===== src/rtl/flash_prog_seq.sv =====
module flash_prog_seq #(
  parameter int ADDR_W      = 26,
  parameter int DATA_W      = 16,
  parameter int FRAME_BITS  = 4096,
  parameter int BURST_WORDS = 16,
  parameter int BLOCK_WORDS = 65536,
  parameter int SLOT_BLOCKS = 4,
  localparam int FRAME_WORDS = FRAME_BITS / DATA_W,
  localparam int FW          = $clog2(FRAME_WORDS)
) (
  input  logic              clk,
  input  logic              rst_n,
  input  logic              slot_load,
  input  logic [ADDR_W-1:0] slot_base,
  input  logic              erase_req,
  input  logic              prog_req,
  output logic              buf_rd_en,
  output logic [FW-1:0]     buf_rd_addr,
  input  logic [DATA_W-1:0] buf_rd_data,
  output logic              cmd_valid,
  output logic [1:0]        cmd_op,
  output logic [ADDR_W-1:0] cmd_addr,
  input  logic              cmd_ready,
  output logic              wdata_valid,
  output logic [DATA_W-1:0] wdata,
  input  logic              fc_done,
  output logic              busy,
  output logic              err
);
  localparam int BURSTS = FRAME_WORDS / BURST_WORDS;
  localparam int WW     = $clog2(BURST_WORDS);
  localparam int BW     = $clog2(BURSTS);
  localparam int EW     = (SLOT_BLOCKS > 1) ? $clog2(SLOT_BLOCKS) : 1;
  localparam int BLK_SH = $clog2(BLOCK_WORDS);
  localparam logic [1:0] OP_ERASE = 2'b01;
  localparam logic [1:0] OP_PROG  = 2'b10;
  localparam logic [ADDR_W-1:0] SLOT_SPAN = ADDR_W'(SLOT_BLOCKS * BLOCK_WORDS);

  typedef enum logic [2:0] {S_IDLE, S_ERASE, S_PCMD, S_PDATA, S_WAIT} st_t;
  st_t st;

  logic [ADDR_W-1:0] slot_q, frame_q;
  logic [EW-1:0]     blk_q;
  logic [BW-1:0]     burst_q;
  logic [WW-1:0]     word_q;
  logic              rd_pend_q, err_q, is_erase_q;

  wire idle       = (st == S_IDLE);
  wire last_word  = (word_q == WW'(BURST_WORDS - 1));
  wire last_burst = (burst_q == BW'(BURSTS - 1));
  wire last_blk   = (blk_q == EW'(SLOT_BLOCKS - 1));

  assign busy        = !idle;
  assign err         = err_q;
  assign cmd_valid   = (st == S_ERASE) || (st == S_PCMD);
  assign cmd_op      = (st == S_ERASE) ? OP_ERASE : (st == S_PCMD) ? OP_PROG : 2'b00;
  assign cmd_addr    = (st == S_ERASE) ? slot_q + (ADDR_W'(blk_q) << BLK_SH)
                                       : frame_q + (ADDR_W'(burst_q) << WW);
  assign buf_rd_en   = (st == S_PDATA);
  assign buf_rd_addr = {burst_q, word_q};
  assign wdata_valid = rd_pend_q;
  assign wdata       = buf_rd_data;

  always_ff @(posedge clk) begin
    if (!rst_n) begin
      st         <= S_IDLE;
      slot_q     <= '0;
      frame_q    <= '0;
      blk_q      <= '0;
      burst_q    <= '0;
      word_q     <= '0;
      rd_pend_q  <= 1'b0;
      err_q      <= 1'b0;
      is_erase_q <= 1'b0;
    end else begin
      rd_pend_q <= (st == S_PDATA);
      case (st)
        S_IDLE:
          if (slot_load) begin
            slot_q  <= slot_base;
            frame_q <= slot_base;
            err_q   <= erase_req | prog_req;
          end else if (erase_req) begin
            st         <= S_ERASE;
            blk_q      <= '0;
            is_erase_q <= 1'b1;
            if (prog_req) err_q <= 1'b1;
          end else if (prog_req) begin
            st         <= S_PCMD;
            burst_q    <= '0;
            is_erase_q <= 1'b0;
          end
        S_ERASE: if (cmd_ready) st <= S_WAIT;
        S_PCMD:
          if (cmd_ready) begin
            st     <= S_PDATA;
            word_q <= '0;
          end
        S_PDATA: begin
          word_q <= word_q + 1'b1;
          if (last_word) st <= S_WAIT;
        end
        S_WAIT:
          if (fc_done) begin
            if (is_erase_q) begin
              if (last_blk) st <= S_IDLE;
              else begin
                blk_q <= blk_q + 1'b1;
                st    <= S_ERASE;
              end
            end else if (last_burst) begin
              st      <= S_IDLE;
              frame_q <= frame_q + ADDR_W'(FRAME_WORDS);
            end else begin
              burst_q <= burst_q + 1'b1;
              st      <= S_PCMD;
            end
          end
        default: st <= S_IDLE;
      endcase
      if (!idle && (erase_req || prog_req || slot_load)) err_q <= 1'b1;
    end
  end

  logic [ADDR_W-1:0] erase_off;
  assign erase_off = cmd_addr - slot_q;

  assert_op_legal_R3: assert property (@(posedge clk) disable iff (!rst_n)
    cmd_valid |-> ((cmd_op == OP_ERASE) || (cmd_op == OP_PROG)));
  assert_erase_in_slot_R3: assert property (@(posedge clk) disable iff (!rst_n)
    (cmd_valid && cmd_op == OP_ERASE) |-> (erase_off < SLOT_SPAN));
  assert_cmd_hold_R7: assert property (@(posedge clk) disable iff (!rst_n)
    (cmd_valid && !cmd_ready) |=> (cmd_valid && $stable(cmd_addr) && $stable(cmd_op)));
  assert_cmd_after_done_R8: assert property (@(posedge clk) disable iff (!rst_n)
    $rose(cmd_valid) |-> ($past(fc_done) || !$past(busy)));
  assert_busy_on_req_R9: assert property (@(posedge clk) disable iff (!rst_n)
    (!busy && (erase_req || prog_req) && !slot_load) |=> busy);
  assert_err_on_busy_req_R10: assert property (@(posedge clk) disable iff (!rst_n)
    (busy && (erase_req || prog_req || slot_load)) |=> err);
  assert_data_in_burst_R5: assert property (@(posedge clk) disable iff (!rst_n)
    wdata_valid |-> (busy && !cmd_valid));
endmodule


===== config.mk =====
export PLATFORM = sky130hd
export DESIGN_NAME = flash_prog_seq
export DESIGN_NICKNAME = d
export VERILOG_FILES = /design/src/rtl/flash_prog_seq.sv
export SDC_FILE = /design/constraint.sdc
export NUM_CORES = 1
export LEC_CHECK = 0
export BUFFER_PORTS_ARGS = -buffer_cell sky130_fd_sc_hd__buf_4
export CAP_MARGIN = 20
export CORE_MARGIN = 2
export CORE_UTILIZATION = 45
export CTS_CLUSTER_SIZE = 8
export DETAILED_ROUTE_END_ITERATION = 7
export PLACE_DENSITY = 0.72
export RECOVER_POWER = 100
export SYNTH_ARGS = -nofsm -noshare
export SYNTH_HDL_FRONTEND = slang
export SYNTH_SLANG_ARGS = --single-unit
export TNS_END_PERCENT = 10

===== constraint.sdc =====
create_clock -name clk -period 2.5 [get_ports clk]
set_input_delay 0.5 -clock clk [delete_from_list [all_inputs] [get_ports clk]]
set_output_delay 0.5 -clock clk [all_outputs]
set_load 0.01 [all_outputs]

### Yosys cells after proc, flatten, opt, wreduce, memory -nomap -nowiden

Index checks and enable logic that the tools add are counted.

* register bits: 68
* bits in latches: 0
* memory bits (writable): 0
* bits in read-only memories: 0
* input bits: 49
* logic and storage cells: 100
* memories kept: 0

* add/sub/neg operators: 6
* multipliers: 0
* divide/modulo/power cells: 0
* magnitude comparators: 0
* equal/unequal tests: 22
* shift-type cells: 0
* mux-type cells: 41
* bitwise gates (word level): 2
* reductions and logical operators: 20

Operator list (count)
* $mux W26: 5
* $pmux W26 S2: 1
* $mux W4: 7
* $add A26 B18 Y26: 1
* $add A26 B8 Y26: 1
* $add A26 B9 Y26 const B: 1
* $ne A2 B2 Y1 const B: 13
* $mux W3: 8
* $mux W2: 8
* $pmux W4 S2: 2
* $pmux W3 S5: 1
* $reduce_and A6 Y1: 2
* $add A4 B1 Y4 const B: 2
* $eq A4 B4 Y1 const B: 2
* $mux W1: 8
* $reduce_bool A2 Y1: 4
* $reduce_and A7 Y1: 1
* $eq A3 B2 Y1 const B: 2
* $reduce_and A3 Y1: 2
* $reduce_bool A3 Y1: 2
* $reduce_and A5 Y1: 1
* $pmux W2 S2: 1
* $reduce_and A2 Y1: 2
* $eq A3 B1 Y1 const B: 1
* 11 further kinds: 13

### Logic depth before layout (Yosys ltp)

* depth in word-level cells: 5
* mapped depth: 8
* depth with buffers taken out: 7

### Worst setup path before layout

OpenSTA, ideal clock, no wires.

* kind: reg2out
* start: register burst_q[0]
* end: output cmd_addr[20]
* data arrival time: 2.148 ns
* path slack: -0.148 ns
* stages on the path, launching flop included: 8
* path buffers: 0
* path through: dfxtp_1 -> ha_1 -> fa_1 -> a21o_1 -> a21oi_1 -> nor2_1 -> xnor2_1 -> o21ai_0

* cells in the longest elaborated chain, start to end: 2

RTL lines
* start, declared: line 44 `logic [BW-1:0] burst_q;`
* start signal, assigned: line 115 `burst_q <= burst_q + 1'b1;`
* $add A26 B8 Y26: line 58 `: frame_q + (ADDR_W'(burst_q) << WW);`
* $mux W26: line 57 `assign cmd_addr = (st == S_ERASE) ? slot_q + (ADDR_W'(blk_q) << BLK_SH)`
* end, declared: line 22 `output logic [ADDR_W-1:0] cmd_addr,`

No other way between the ends.

### Worst setup path in the final report

* start: register frame_q[4]
* end: output cmd_addr[8]

* cells in the longest elaborated chain, start to end: 2

RTL lines
* start, declared: line 42 `logic [ADDR_W-1:0] slot_q, frame_q;`
* start signal, assigned: line 81 `frame_q <= slot_base;`
* start signal, assigned: line 113 `frame_q <= frame_q + ADDR_W'(FRAME_WORDS);`
* $add A26 B8 Y26: line 58
* $mux W26: line 57

No other way between the ends.

==> impl_metrics.tcl <==
set metrics [dict create \
    outcome "finished with violations" \
    violations "negative setup slack" \
    post_dp_cell_area_um2 4782 \
    powerDensity_nw_per_um2 910.5 \
    dp.cells 719 \
    cts_tree "done" \
    grt_max_degree 35 \
    hpwlAfterDp_mm 8.232 \
    htreeDepth 3 \
    std_cell_rows 34 \
    numClockSinks 68 \
    async_flop_share_pct 0 \
    drt_iter0_markers 184 \
    start_util_pct 46.49 \
    overflow 0 \
    hold_viol 0 \
    max_cap_viol_count 0 \
    fill_cells 815 \
    port_buffers 73 \
    die_h_um 99.15 \
    grt_first_pass_wirelength_mm 19.08 \
    routabilityCongestion 0.8554 \
    tightest_slew_ns 0.7357 \
    grt_usage_pct 23.76 \
    critPathMaxFanout 8 \
    die-area_um2 9830 \
    fin_cells 739 \
    area_growth_pct 24.57 \
    postSynthCellCount 554 \
    critPathArrivalTime_ns 2.19 \
    clock_skew_ns 0.006669 \
    stdcell_area_um2 5075 \
    crit_top_cell "buf_6" \
    whs_ns 0.4021 \
    synth_enable_flop_cells 0 \
    end_kind "output pin" \
    setup-violations-final 18 \
    maxSlewViolCount 0 \
    diodes 0 \
    vias 4152 \
    synth_nets 615 \
    synth.distinct_cells 53 \
    vias_per_cell 5.618 \
    ir_worst_vdd_mv 0.4331 \
    final_util_pct 57.91 \
    grt_pass1_vias 4013 \
    ys_seq_area_share_pct 33.42 \
    clockRootBuffer "clkbuf_8" \
    p_leak_nw 2.034 \
    cts_hold_buf 0 \
    crit_chain "ha_4 -> fa_2 -> a21o_1 -> a21oi_2 -> buf_6 -> buf_6 -> xor2_1 -> o21ai_1 -> buf_4" \
    grt_setup_unrepaired "yes" \
    antenna_found_initial 0 \
    clkTransAtPathRegs_ns 0.08 \
    hp-class "in -> reg" \
    p_total_mw 4.621 \
    syn_area_um2 4074 \
    ios 106 \
    cp-start-kind "flop" \
    drc 0 \
    crit_required_ns 2.00 \
    period_needed_ns 2.692 \
    fin_crit_sh_pct 107.7 \
    firstDrtPassIters 5 \
    synth-seq-cells 68 \
    relSlewSlack_pct 50.95 \
    synthFlopType "dfxtp_1" \
    setup_ws_ns -0.1918 \
    syn_area_per_cell_um2 7.354 \
    yosysWarnings 0 \
    core_area_um2 8763 \
    cts_max_path_buffers 2 \
    antenna_left 0 \
    critPathKind "reg -> out" \
    drive_gt1_share_pct 22.35 \
    nNetsFinal 687 \
    wl_mm 11.68 \
    fmax_mhz 371.5 \
    slowest_stage "fa_2" \
    wire_per_inst_um 15.81 \
    die_width_um 99.15 \
    cpPeakStageDelay_ns 0.35 \
    cts_made_buffers 9 \
    worstSkewPairLatency_ns 0.35 \
]
## stage by stage
stage | TNS [ns] | setup WS, ns
after global routing | -4.938 | -0.2951
after CTS | -3.083 | -0.2283
after floorplan | 0 | 0.01396
after global placement | 0 | 0.02080
after detailed placement | -0.1761 | -0.04555
final | -2.643 | -0.1918
## cell type report
| type | count | area (µm²) | area share [%] |
|---|---|---|---|
| Tap cell | 108 | 135.1 | 2.663 |
| Clock inverter | 6 | 112.6 | 2.219 |
| Inverter | 8 | 30.03 | 0.5917 |
| Multi-Input combinational cell | 426 | 2494 | 49.14 |
| Timing Repair Buffer | 113 | 803.3 | 15.83 |
| Clock buffer | 10 | 127.6 | 2.515 |
| Sequential cell | 68 | 1373 | 27.05 |
## worst paths after layout
check                          startpoint  slack [ns]  depth (start not counted)                       end
setup / recovery  frame_q[4]$_SDFFE_PN0P_       -0.19                          9               cmd_addr[8]
hold / removal              slot_base[19]        0.40                          3   slot_q[19]$_SDFFE_PN0P_
setup reg to reg       st[2]$_SDFFE_PN0P_        0.11                          6  frame_q[17]$_SDFFE_PN0P_
hold reg to reg     blk_q[0]$_SDFFE_PN0P_        0.45                          1     blk_q[0]$_SDFFE_PN0P_
## worst max-delay path, delay by kind of cell (launching register included)
kind / cells / cell delay [ns]
AOI/OAI and AO/OA: 3 / 0.43
DFF: 1 / 0.34
buffers and inverters: 3 / 0.41
xor gates and xnor gates: 1 / 0.14
adders and majority gates: 2 / 0.52
## where the power goes
part / switching [mW] / internal (mW) / leakage (nW)
Clock: 0.463 / 0.665 / 0.120
Combinational: 1.12 / 0.847 / 1.35
Sequential: 0.221 / 1.31 / 0.560
## routing by layer
metal	vias to the layer above	global-route usage [%]	part of all wire [%]
met5	-	0	0
met4	0	9.062	1.7
met3	21	3.514	4.4
met2	124	40.07	49
met1	1953	30.80	45
li1	2054	-	-
## flip-flops by register name, summed over array words and instances, names as in the netlist
signal	flops
slot_q	26
burst_q	4
word_q	4
is_erase_q	1
blk_q	2
frame_q	26
err	1
st	3
wdata_valid	1
## cells by family (layout without fill, tap and decap cells)
| family | after synthesis | after routing | share of synthesized area [%] |
|---|---|---|---|
| simple gates | 236 | 236 | 26.81 |
| compound gates | 137 | 137 | 19.16 |
| flops | 68 | 68 | 33.42 |
| buf+inv | 60 | 137 | 7.156 |
| xor+xnor | 29 | 29 | 6.235 |
| fa+ha+maj | 12 | 12 | 4.054 |
| mux | 12 | 12 | 3.164 |
## cells in the final DEF (no fill, tap or decap), types with 5 or more instances in the layout
master | Yosys | layout
a31oi_1 | 5 | 5
xor2_1 | 8 | 8
ha_1 | 10 | 8
o22ai_1 | 6 | 6
inv_1 | 8 | 8
xnor2_1 | 21 | 21
nand4_1 | 7 | 7
nand2b_1 | 6 | 6
dfxtp_1 | 68 | 63
o21ai_0 | 34 | 23
a21o_1 | 5 | 5
clkbuf_1 | 28 | 14
mux2_2 | 7 | 7
clkbuf_8 | 0 | 9
a21oi_1 | 65 | 63
buf_4 | 16 | 93
nand3_1 | 15 | 15
nor3_1 | 18 | 17
and3_1 | 5 | 5
nor2_1 | 36 | 34
nand2_1 | 115 | 115
o21ai_1 | 1 | 12
mux2i_1 | 5 | 5
## Yosys cell counts (all sizes together) (6+ instances only)
library cell  instances  area [µm²]
nor3                 18       90.09
o21ai                35       175.2
inv                   8       30.03
xnor2                21       183.9
buf                  23       151.4
clkbuf               29       110.1
nand3                15       75.07
ha                   10       125.1
xor2                  8       70.07
dfxtp                68        1361
a21oi                65       325.3
nand4                 7       43.79
nand2               115       431.7
o22ai                 6       37.54
mux2                  7       78.83
nor2                 36       135.1
nand2b                6       37.54
## what timing repair did
action                                  CTS  global route
gates resized for setup                  22            12
endpoints found under the setup margin   18            24
gates cloned                              0             1
pin swaps                                 6             5
setup buffers                             2             1
Power figures use the tool's default switching activity.
